File: config.mk
export PLATFORM = sky130hd
export DESIGN_NAME = intc_reg_front
export DESIGN_NICKNAME = d
export VERILOG_FILES = /design/src/rtl/intc_reg_front.sv
export SDC_FILE = /design/constraint.sdc
export NUM_CORES = 1
export LEC_CHECK = 0
export ABC_CLOCK_PERIOD_IN_PS = 4500
export BUFFER_PORTS_ARGS = -buffer_cell sky130_fd_sc_hd__buf_2
export CAP_MARGIN = 40
export CORE_AREA = 2 2 229 231
export DETAILED_ROUTE_END_ITERATION = 8
export DIE_AREA = 0 0 231 233
export GPL_TIMING_DRIVEN = 0
export PLACE_DENSITY = 0.68
export SLEW_MARGIN = 20
export SYNTH_ARGS = -nofsm -noshare
export SYNTH_HDL_FRONTEND = slang
export SYNTH_SLANG_ARGS = --single-unit
export TNS_END_PERCENT = 30
File: constraint.sdc
create_clock -name clk_i -period 4.5 [get_ports clk_i]
set_clock_uncertainty 0.2 [all_clocks]
set_input_delay 0.225 -clock clk_i [delete_from_list [all_inputs] [get_ports clk_i]]
set_output_delay 0.225 -clock clk_i [all_outputs]
set_load 0.1 [all_outputs]
File: src/rtl/intc_reg_front.sv
`timescale 1ns/1ps
module intc_reg_front #(
  parameter int NUM_IRQ = 32
) (
  input  logic                 clk_i,
  input  logic                 rst_ni,
  input  logic                 wr_en_i,
  input  logic                 rd_en_i,
  input  logic [11:2]          addr_i,
  input  logic [31:0]          wdata_i,
  output logic [31:0]          rdata_o,
  input  logic                 priv_i,
  input  logic                 user_pend_en_i,
  input  logic [8:0]           active_vec_i,
  input  logic [7:0]           pend_vec_i,
  input  logic                 ret_base_i,
  input  logic [NUM_IRQ-1:0]   irq_active_i,
  output logic [NUM_IRQ-1:0]   irq_enable_o,
  output logic [NUM_IRQ-1:0]   irq_pend_o,
  output logic [8*NUM_IRQ-1:0] irq_prio_o,
  output logic [95:0]          sys_prio_o,
  output logic                 nmi_pend_o,
  output logic                 pendsv_pend_o,
  output logic                 systick_pend_o,
  output logic [2:0]           prigroup_o,
  output logic [31:0]          vtor_o,
  output logic                 sys_reset_req_o,
  output logic                 err_o
);
  localparam int SysN  = 12;
  localparam int LineW = 512;
  localparam int PrioW = 4096;

  logic [3:0] aw;
  logic [6:0] pw;
  logic [1:0] sw;
  logic in_sen, in_cen, in_spn, in_cpn, in_act, in_pri, in_spr;
  logic in_ics, in_vtor, in_air, in_stir, mapped, key_ok, stir_go;
  logic [8:0] stir_n;

  assign aw      = addr_i[5:2];
  assign pw      = addr_i[8:2];
  assign sw      = addr_i[3:2] - 2'd2;
  assign in_sen  = addr_i[11:6] == 6'h04;
  assign in_cen  = addr_i[11:6] == 6'h06;
  assign in_spn  = addr_i[11:6] == 6'h08;
  assign in_cpn  = addr_i[11:6] == 6'h0A;
  assign in_act  = addr_i[11:6] == 6'h0C;
  assign in_pri  = addr_i[11:9] == 3'b010 && addr_i[8:2] < 7'd124;
  assign in_spr  = addr_i >= 10'h346 && addr_i <= 10'h348;
  assign in_ics  = addr_i == 10'h341;
  assign in_vtor = addr_i == 10'h342;
  assign in_air  = addr_i == 10'h343;
  assign in_stir = addr_i == 10'h3C0;
  assign mapped  = in_sen | in_cen | in_spn | in_cpn | in_act | in_pri | in_spr |
                   in_ics | in_vtor | in_air | in_stir;
  assign key_ok  = wdata_i[31:16] == 16'h05FA;
  assign stir_n  = wdata_i[8:0];
  assign stir_go = wr_en_i && in_stir && (priv_i || user_pend_en_i) &&
                   32'(stir_n) < NUM_IRQ;

  for (genvar i = 0; i < NUM_IRQ; i++) begin : g_line
    localparam int Wd = i / 32;
    localparam int Bt = i % 32;
    localparam int Pw = i / 4;
    localparam int Ln = i % 4;
    logic en_r, pd_r, hit;
    logic [7:0] pr_r;
    assign hit = wr_en_i && wdata_i[Bt] && aw == Wd[3:0];
    always_ff @(posedge clk_i or negedge rst_ni) begin
      if (!rst_ni) begin
        en_r <= 1'b0;
        pd_r <= 1'b0;
        pr_r <= 8'h00;
      end else begin
        if (hit && in_sen) en_r <= 1'b1;
        if (hit && in_cen) en_r <= 1'b0;
        if ((hit && in_spn) || (stir_go && stir_n == i[8:0])) pd_r <= 1'b1;
        else if (hit && in_cpn) pd_r <= 1'b0;
        if (wr_en_i && in_pri && pw == Pw[6:0]) pr_r <= wdata_i[8*Ln +: 8];
      end
    end
    assign irq_enable_o[i]     = en_r;
    assign irq_pend_o[i]       = pd_r;
    assign irq_prio_o[8*i +: 8] = pr_r;
  end

  for (genvar k = 0; k < SysN; k++) begin : g_sys
    localparam int Sw = k / 4;
    localparam int Ln = k % 4;
    logic [7:0] sp_r;
    always_ff @(posedge clk_i or negedge rst_ni) begin
      if (!rst_ni) sp_r <= 8'h00;
      else if (wr_en_i && in_spr && sw == Sw[1:0]) sp_r <= wdata_i[8*Ln +: 8];
    end
    assign sys_prio_o[8*k +: 8] = sp_r;
  end

  logic [24:0] vtor_q;
  always_ff @(posedge clk_i or negedge rst_ni) begin
    if (!rst_ni) begin
      nmi_pend_o      <= 1'b0;
      pendsv_pend_o   <= 1'b0;
      systick_pend_o  <= 1'b0;
      prigroup_o      <= 3'd0;
      vtor_q          <= '0;
      sys_reset_req_o <= 1'b0;
      err_o           <= 1'b0;
    end else begin
      if (wr_en_i && in_ics) begin
        if (wdata_i[31]) nmi_pend_o <= 1'b1;
        if (wdata_i[28]) pendsv_pend_o <= 1'b1;
        else if (wdata_i[27]) pendsv_pend_o <= 1'b0;
        if (wdata_i[26]) systick_pend_o <= 1'b1;
        else if (wdata_i[25]) systick_pend_o <= 1'b0;
      end
      if (wr_en_i && in_air && key_ok) prigroup_o <= wdata_i[10:8];
      if (wr_en_i && in_vtor) vtor_q <= wdata_i[31:7];
      sys_reset_req_o <= wr_en_i && in_air && key_ok && wdata_i[2];
      err_o           <= (wr_en_i || rd_en_i) && !mapped;
    end
  end
  assign vtor_o = {vtor_q, 7'd0};

  logic [LineW-1:0] en_pad, pd_pad, ac_pad;
  logic [PrioW-1:0] pr_pad;
  logic [127:0]     sp_pad;
  assign en_pad = {{(LineW-NUM_IRQ){1'b0}}, irq_enable_o};
  assign pd_pad = {{(LineW-NUM_IRQ){1'b0}}, irq_pend_o};
  assign ac_pad = {{(LineW-NUM_IRQ){1'b0}}, irq_active_i};
  assign pr_pad = {{(PrioW-8*NUM_IRQ){1'b0}}, irq_prio_o};
  assign sp_pad = {32'd0, sys_prio_o};

  always_comb begin
    rdata_o = '0;
    if (rd_en_i) begin
      if (in_sen || in_cen)      rdata_o = en_pad[{aw, 5'd0} +: 32];
      else if (in_spn || in_cpn) rdata_o = pd_pad[{aw, 5'd0} +: 32];
      else if (in_act)           rdata_o = ac_pad[{aw, 5'd0} +: 32];
      else if (in_pri)           rdata_o = pr_pad[{pw, 5'd0} +: 32];
      else if (in_spr)           rdata_o = sp_pad[{sw, 5'd0} +: 32];
      else if (in_ics)
        rdata_o = {nmi_pend_o, 2'b0, pendsv_pend_o, 1'b0, systick_pend_o, 3'b0,
                   |irq_pend_o, 2'b0, pend_vec_i, ret_base_i, 2'b0, active_vec_i};
      else if (in_vtor)          rdata_o = vtor_o;
      else if (in_air)           rdata_o = {16'hFA05, 5'd0, prigroup_o, 8'd0};
    end
  end


  err_pulse_chk: assert property (@(posedge clk_i) disable iff (!rst_ni)
    err_o |-> $past(rd_en_i || wr_en_i));

  rst_req_key_chk: assert property (@(posedge clk_i) disable iff (!rst_ni)
    sys_reset_req_o |-> $past(wr_en_i && wdata_i[31:16] == 16'h05FA && wdata_i[2]));

  group_key_chk: assert property (@(posedge clk_i) disable iff (!rst_ni)
    !$stable(prigroup_o) |-> $past(wr_en_i && wdata_i[31:16] == 16'h05FA));

  nmi_sticky_chk: assert property (@(posedge clk_i) disable iff (!rst_ni)
    !$fell(nmi_pend_o));

  enable_wr_chk: assert property (@(posedge clk_i) disable iff (!rst_ni)
    !$stable(irq_enable_o) |-> $past(wr_en_i));

  pend_wr_chk: assert property (@(posedge clk_i) disable iff (!rst_ni)
    !$stable(irq_pend_o) |-> $past(wr_en_i));
endmodule

### Word-level counts from Yosys, hierarchy flattened

Cells that the tools add are included.

| storage, ports and cells | value |
|---|---|
| register bits | 449 |
| latch bits | 0 |
| bits in writable memories | 0 |
| ROM bits | 0 |
| bits of input ports | 98 |
| word-level logic and storage cells | 686 |
| memories kept | 0 |

| cells by class | value |
|---|---|
| $add $sub $neg | 1 |
| $mul | 0 |
| div/mod/pow operators | 0 |
| $lt $le $gt $ge | 4 |
| equality and inequality tests | 51 |
| shifts and indexed selects | 5 |
| mux-type cells | 141 |
| bitwise gates (word level) | 10 |
| reductions and logical operators | 359 |

Operators with widths:

| operator | count |
|---|---|
| $shiftx 4096x13->32 | 1 |
| $shiftx 512x10->32 | 3 |
| $mux 32 | 9 |
| $logic_and 1x1->1 | 248 |
| $eq 9x5->1 const B | 16 |
| $mux 1 | 132 |
| $reduce_bool 2->1 | 66 |
| $shiftx 128x8->32 | 1 |
| $eq 9x4->1 const B | 8 |
| $eq 10x10->1 const B | 4 |
| $eq 9x3->1 const B | 4 |
| $logic_or 1x1->1 | 36 |
| $reduce_or 32->1 | 1 |
| $eq 7x3->1 const B | 4 |
| $eq 6x4->1 const B | 3 |
| $eq 9x2->1 const B | 2 |
| $eq 16x11->1 const B | 1 |
| $eq 7x2->1 const B | 2 |
| $eq 6x3->1 const B | 2 |
| $ge 10x10->1 const B | 1 |
| $le 10x10->1 const B | 1 |
| $or 1x1->1 | 10 |
| $eq 9x1->1 const B | 1 |
| $logic_not 9->1 | 1 |
| 12 further kinds | 14 |

### Logic depth before layout (Yosys ltp)

Gate-level depths: netlist of the first run.

| depth | value |
|---|---|
| depth in word-level cells | 13 |
| depth in mapped cells | 10 |
| gate-level depth less buffers | 5 |

### Worst setup path before layout of the first run

No wires, ideal clock.

| path | value |
|---|---|
| path kind | register -> output |
| from | register g_line[5].pr_r[3] |
| to | output port rdata_o[11] |
| arrival | 3.891 ns |
| data required time | 4.075 ns |
| path slack | 0.184 ns |
| stages on the path, launching flop included | 5 |
| buffers on the path | 0 |
| cell sequence | dfrtp_1 mux4_2 a22oi_1 and3_1 o32ai_1 |

| between the ends | value |
|---|---|
| longest elaborated chain between the ends | 6 |

Ends and longest elaborated chain:

| item | line | RTL |
|---|---|---|
| start: declaration | 68 | `logic [7:0] pr_r;` |
| start signal: assignment | 80 | `if (wr_en_i && in_pri && pw == Pw[6:0]) pr_r <= wdata_i[8*Ln +: 8];` |
| $shiftx 4096x13->32 | 140 | `else if (in_pri) rdata_o = pr_pad[{pw, 5'd0} +: 32];` |
| $mux 32 | 140 |  |
| $mux 32 | 139 | `else if (in_act) rdata_o = ac_pad[{aw, 5'd0} +: 32];` |
| $mux 32 | 138 | `else if (in_spn \|\| in_cpn) rdata_o = pd_pad[{aw, 5'd0} +: 32];` |
| $mux 32 | 137 | `if (in_sen \|\| in_cen) rdata_o = en_pad[{aw, 5'd0} +: 32];` |
| $mux 32 | 136 | `if (rd_en_i) begin` |
| end: declaration | 11 | `output logic [31:0] rdata_o,` |

No other way between the ends.

### Final worst setup path of the first run

| path | value |
|---|---|
| from | input port addr_i[9] (netlist name) |
| to | output port rdata_o[31] |

| between the ends | value |
|---|---|
| longest elaborated chain between the ends | 10 |

Ends and longest elaborated chain:

| item | line | RTL |
|---|---|---|
| start: declaration | 9 | `input logic [11:2] addr_i,` |
| branches (longest 8 deep; another with $ge 10x10->1) | n/a |  |
| $mux 32 (*) | 137 |  |
| $mux 32 (*) | 136 |  |

Every way passes the cells marked *.

==> reports/qor.yml, run 1 <==
sw_frac_of_total: 0.296
rsz0062_at_grt: "false"
status: "finished with violations"
min_period_over_period: 0.990
finalWorstSetupSlack_ns: 0.0432
cp_data_arrival_time_ns: 4.03
p_int_uw: 6730
ys_async_sr_fraction: 1.00
synthMuxAreaShare: 0.280
synthXorXnorAreaFrac: 0
layout.nets: 2578
syn-cell-area_um2: 22600
yosys_warnings: 0
use_met3: 0.123
first_global_vias: 19437
synthAdderAreaFrac: 0
critical-path-top-delay-family: "buffers and inverters"
cts_max_level: 2
drive_gt1_frac: 0.513
grt_overflow: 0
drc: 0
synth_compound_area_frac: 0.0915
cts.sinks: 449
fin_area_um2: 28700
path_cells: "dlygate4sd3_1 > buf_2 > nor3b_1 > and3_1 > buf_2 > buf_2 > a22oi_1 > o211a_1 > o32ai_1 > buf_2"
slowest_stage: "dlygate4sd3_1"
reg2reg_from: "g_sys[2].sp_r[6]"
ant_nets: 0
power.density_nw_per_um2: 334
crit_top_cell: "buf_2"
numCtsBuffers: 50
power_leakage_uw: 0.0152
post-route-util: 0.561
seqPwrFrac: 0.434
layout.cells.non_filler: 3207
met2_usage: 0.601
maxCapViolCount: 0
met1_usage: 0.494
clock.fmax_ghz: 0.224
die_w_um: 231
max_stage_delay_ns: 0.56
clock_latency_ns: 0.61
placement.io_buffers: 572
start_util: 0.442
rows: 83
synthSimpleGateAreaFrac: 0.0704
syn_avg_cell_area_um2: 12.6
ys_seq_area_frac: 0.497
hold_viol: 2
die_height_um: 233
die-area_um2: 53800
slew_viol_final: 0
ff2ff_setup_slack_ns: 3.42
combPwrFrac: 0.131
cp.depth: 10
dpl_cell_area_um2: 26600
cts_buffer_depth: 3
track_usage: 0.385
synthFlopType: "dfrtp_1"
avgViaCountPerCell: 6.16
crit_path_max_fanout: 10
dpl.cell_count: 3069
ir_worst_vdd_mv: 0.284
wl_per_cell_um: 32.9
antenna_found_initial: 15
grt_max_degree: 98
post_cts_buffers: 0
dr_total_vias: 19750
cts_root_buf: "clkbuf_16"
ioPinCount: 586
first_pass_iters: 5
cts.clk_slew.worst_paths_ns: 0.06
dr.first_iter.drc_count: 1995
grt_busiest_layer: "met2"
tightest_slew_ns: 0.968
grt_pass1_wl_um: 146000
synth_cell_types: 73
slew_headroom: 0.350
worst-r2r-cell-count: 1
hold_ws_ns: -0.000104
area_delta_synth_final_pct: 26.8
synth_seq_cells: 449
setup_viol: 0
startpoint_type: "input pin"
rr_endpoint: "g_sys[2].sp_r[6]"
routed_wl_um: 106000
min_period_ns: 4.46
layout_common_cells: "639 x buf_2, 449 x dfrtp_1, 371 x mux2_2"
place_ws_ns: 0.261
gp_congestion: 0.962
syn_inst: 1799
end_kind: "output pin"
criticalPathCategory: "in -> out"
hp-class: "in -> async"
pwr-share-clk: 0.436
synth_edf_count: 0
dp_hpwl_um: 80700
cp_num_buf_inv: 5
critical_path_required_ns: 4.07
cts_tree: "built"
power_switching_uw: 2830
core_region_area_um2: 51100
violations: "negative hold slack"
final_common_cell: "buf_2"
synth_top_family_by_area: "multiplexers"
sequential cells by signal (all words and copies together) (netlist names):
name             count
sys_reset_req_o      1
g_line.pd_r         32
vtor_q              25
g_sys.sp_r          96
g_line.pr_r        256
systick_pend_o       1
err_o                1
nmi_pend_o           1
prigroup_o           3
pendsv_pend_o        1
g_line.en_r         32
per-stage QoR:
stage	power (uW)	TNS, ns
global route	9770	0
detailed placement	5420	0
global placement	5390	-2669.28
CTS	9550	0
floorplan	4970	0
finish	9560	0
worst max path at each step:
stage                 startpoint                 to
2_1_floorplan  g_line[5].pr_r[3]        rdata_o[11]
3_3_place_gp              rst_ni  g_line[8].pr_r[4]
3_5_place_dp           addr_i[3]        rdata_o[20]
4_1_cts                addr_i[9]         rdata_o[7]
5_1_grt                addr_i[9]        rdata_o[31]
6_report               addr_i[9]        rdata_o[31]
cells by family after synthesis:
kind of cell,Yosys count
compound gates,278
buf+inv,262
flops,449
mux,504
other cells,1
simple gates,305
synthesized netlist by cell type (4+ instances only):
cell type  number  area [um^2]
buf_2          68          340
o2bb2ai_1      14          123
nand2_1       157          589
o211a_1        11          110
mux2_1         13          146
mux2i_1        56          561
o221ai_1       44          385
mux2_2        371         4180
o21ai_0        23          115
nand2_2         4         25.0
and2_1          6         37.5
nor4_1         12         75.1
o32ai_1        18          158
a31oi_1         4         25.0
o22ai_1         9         56.3
a22oi_1        50          375
buf_1           4         15.0
o211ai_1        4         30.0
nor3_2          4         40.0
a211oi_1        8         60.1
and3_1         14         87.6
a221oi_1        9         78.8
clkbuf_1       73          274
or2_2           8         50.1
dfrtp_1       449        11200
buf_4          79          593
nand3_1        12         60.1
a21o_1         10         75.1
a21oi_1        49          245
inv_1          35          131
a22o_1          6         52.6
nor2_1         25         93.8
nor3_1         11         55.1
nand2b_1       16          100
mux4_2         64         1440
nand4_1         4         25.0
layer usage:
layer	part of all wire	up-vias
met1	0.38	10273
li1	-	7993
met5	0.00049	-
met3	0.11	249
met4	0.047	8
met2	0.46	1227
layout make-up:
class	count	area (um^2)
antenna	9	22.5
buffer	226	1250
clock buffer	67	1450
clock inverter	23	198
fill	4482	22400
inverter	36	135
multi-input combinational	1094	10000
sequential	449	11200
tap	680	851
timing repair buffer	623	3490
power by group through the flow:
| stage | Combinational, uW | Sequential (uW) | Clock [uW] |
|---|---|---|---|
| 2_1_floorplan | 404 | 4560 | 0 |
| 3_3_place_gp | 1180 | 4220 | 0 |
| 3_5_place_dp | 1200 | 4220 | 0 |
| 4_1_cts | 1240 | 4150 | 4170 |
| 5_1_grt | 1290 | 4150 | 4330 |
| 6_report | 1250 | 4150 | 4170 |
tightest hold or removal path, cell delays in order:
cell	delay (ns)
dlygate4sd3_1	0.56
buf_8	0.15
buf_16	0.26
timing repair:
action / 4_1_cts / 5_1_grt
resized for setup: 0 / 2
hold buffers: 38 / 0
endpoints found under the hold margin: 314 / 0
setup endpoints to repair: 0 / 1
Power figures use the tool's default switching activity.
==> run 2: changes to the inputs <==
Settings changed: ABC_CLOCK_PERIOD_IN_PS 4500 to 5600.
Clock period 4.5 ns to 5.6 ns, I/O delays scaled along.
==> reports/qor.yml, run 2 (synthesis gave the netlist of run 1 again) <==
first_global_vias: 19405
dr.first_iter.drc_count: 1975
cp_data_arrival_time_ns: 4.16
hold_ws_ns: -0.0101
startpoint_type: "input pin"
gp_congestion: 0.962
grt_max_degree: 98
largest_reg_flops: 256
post-route-util: 0.560
layout.cells.non_filler: 3205
rsz0062_at_grt: "false"
dr_total_vias: 19656
layout_common_cells: "640 x buf_2, 449 x dfrtp_1, 371 x mux2_2"
hold_viol: 3
slew_viol_final: 0
finalWorstSetupSlack_ns: 0.963
crit_path_max_fanout: 10
cts_tree: "built"
cts.clk_slew.worst_paths_ns: 0.06
core_region_area_um2: 51100
drive_gt1_frac: 0.513
ctsResizeCount: 0
ant_nets: 0
area_delta_synth_final_pct: 26.5
cts.sinks: 449
fin_area_um2: 28600
dp_hpwl_um: 80700
drc: 0
final_common_cell: "buf_2"
layout.nets: 2574
grt_pass1_wl_um: 146000
ioPinCount: 586
die_height_um: 233
violations: "negative hold slack"
setup_viol: 0
criticalPathCategory: "in -> out"
largest-register: "g_line.pr_r"
first_pass_iters: 6
track_usage: 0.385
wl_per_cell_um: 32.9
grt_overflow: 0
cts_max_level: 2
dpl.cell_count: 3069
avgViaCountPerCell: 6.13
ff2ff_setup_slack_ns: 4.51
slew_headroom: 0.335
critical_path_required_ns: 5.12
min_period_over_period: 0.828
cts_root_buf: "clkbuf_16"
clock_latency_ns: 0.60
placement.io_buffers: 572
cts_buffer_depth: 3
numCtsBuffers: 50
hp-class: "in -> async"
die-area_um2: 53800
tightest_slew_ns: 0.992
end_kind: "output pin"
antenna_found_initial: 15
die_w_um: 231
power_leakage_uw: 0.0152
rows: 83
status: "finished with violations"
min_period_ns: 4.64
start_util: 0.442
clock.fmax_ghz: 0.216
power.density_nw_per_um2: 268
dpl_cell_area_um2: 26600
ir_worst_vdd_mv: 0.229
largestRegisters: "g_line.pr_r (256), g_sys.sp_r (96)"
place_ws_ns: 1.25
maxCapViolCount: 0
routed_wl_um: 105000
run 2: worst paths after layout:
check,startpoint,endpoint,cells after the start
worst max register to register,g_sys[2].sp_r[6],g_sys[2].sp_r[6],1
max in group asynchronous,rst_ni,g_line[24].pr_r[6],4
worst min register to register,g_line[4].pr_r[4],g_line[4].pr_r[4],2
worst max-delay path,addr_i[9],rdata_o[7],10
min in group clk_i,wdata_i[2],g_line[2].en_r,3
worst min-delay path,rst_ni,g_line[14].pr_r[2],2
run 2: worst max-delay path, cell delays in order:
cell           delay (ns)
dlygate4sd3_1        0.57
buf_2                0.20
nor3b_1              0.44
and3_1               0.22
buf_2                0.35
buf_2                0.46
a22oi_1              0.25
o211a_1              0.26
o32ai_1              0.58
buf_2                0.54
run 2: power by group:
group / switching [uW] / total (uW) / internal [uW]
Combinational: 785 / 997 / 212
Clock: 1440 / 3340 / 1900
Sequential: 43.4 / 3330 / 3290
run 2: timing repair:
item / in CTS / in global routing
endpoints found under the hold margin: 306 / 0
setup endpoints to repair: 0 / 0
hold buffers: 34 / 0
setup buffers: 0 / 0
run 2: cell type report:
type                            count  area [um^2]
Multi-Input combinational cell   1094        10000
Inverter                           36          135
Sequential cell                   449        11200
Tap cell                          680          851
Buffer                            226         1250
Clock buffer                       67         1450
Timing Repair Buffer              619         3430
Clock inverter                     23          198
Fill cell                        4488        22500
Antenna cell                       11         27.5
run 2: layer usage:
| metal | vias to the layer above | routed length [um] | track usage |
|---|---|---|---|
| met5 | - | 52 | 0 |
| met4 | 8 | 5050 | 0.164 |
| met3 | 251 | 11400 | 0.123 |
| met2 | 1192 | 48100 | 0.600 |
| met1 | 10217 | 40800 | 0.494 |
| li1 | 7988 | - | - |
run 2: per-stage QoR:
| step | total power (uW) | setup TNS [ns] |
|---|---|---|
| global placement | 4330 | -2200.07 |
| floorplan | 3990 | 0 |
| detailed placement | 4360 | 0 |
| finish | 7670 | 0 |
| CTS | 7670 | 0 |
| global route | 7850 | 0 |
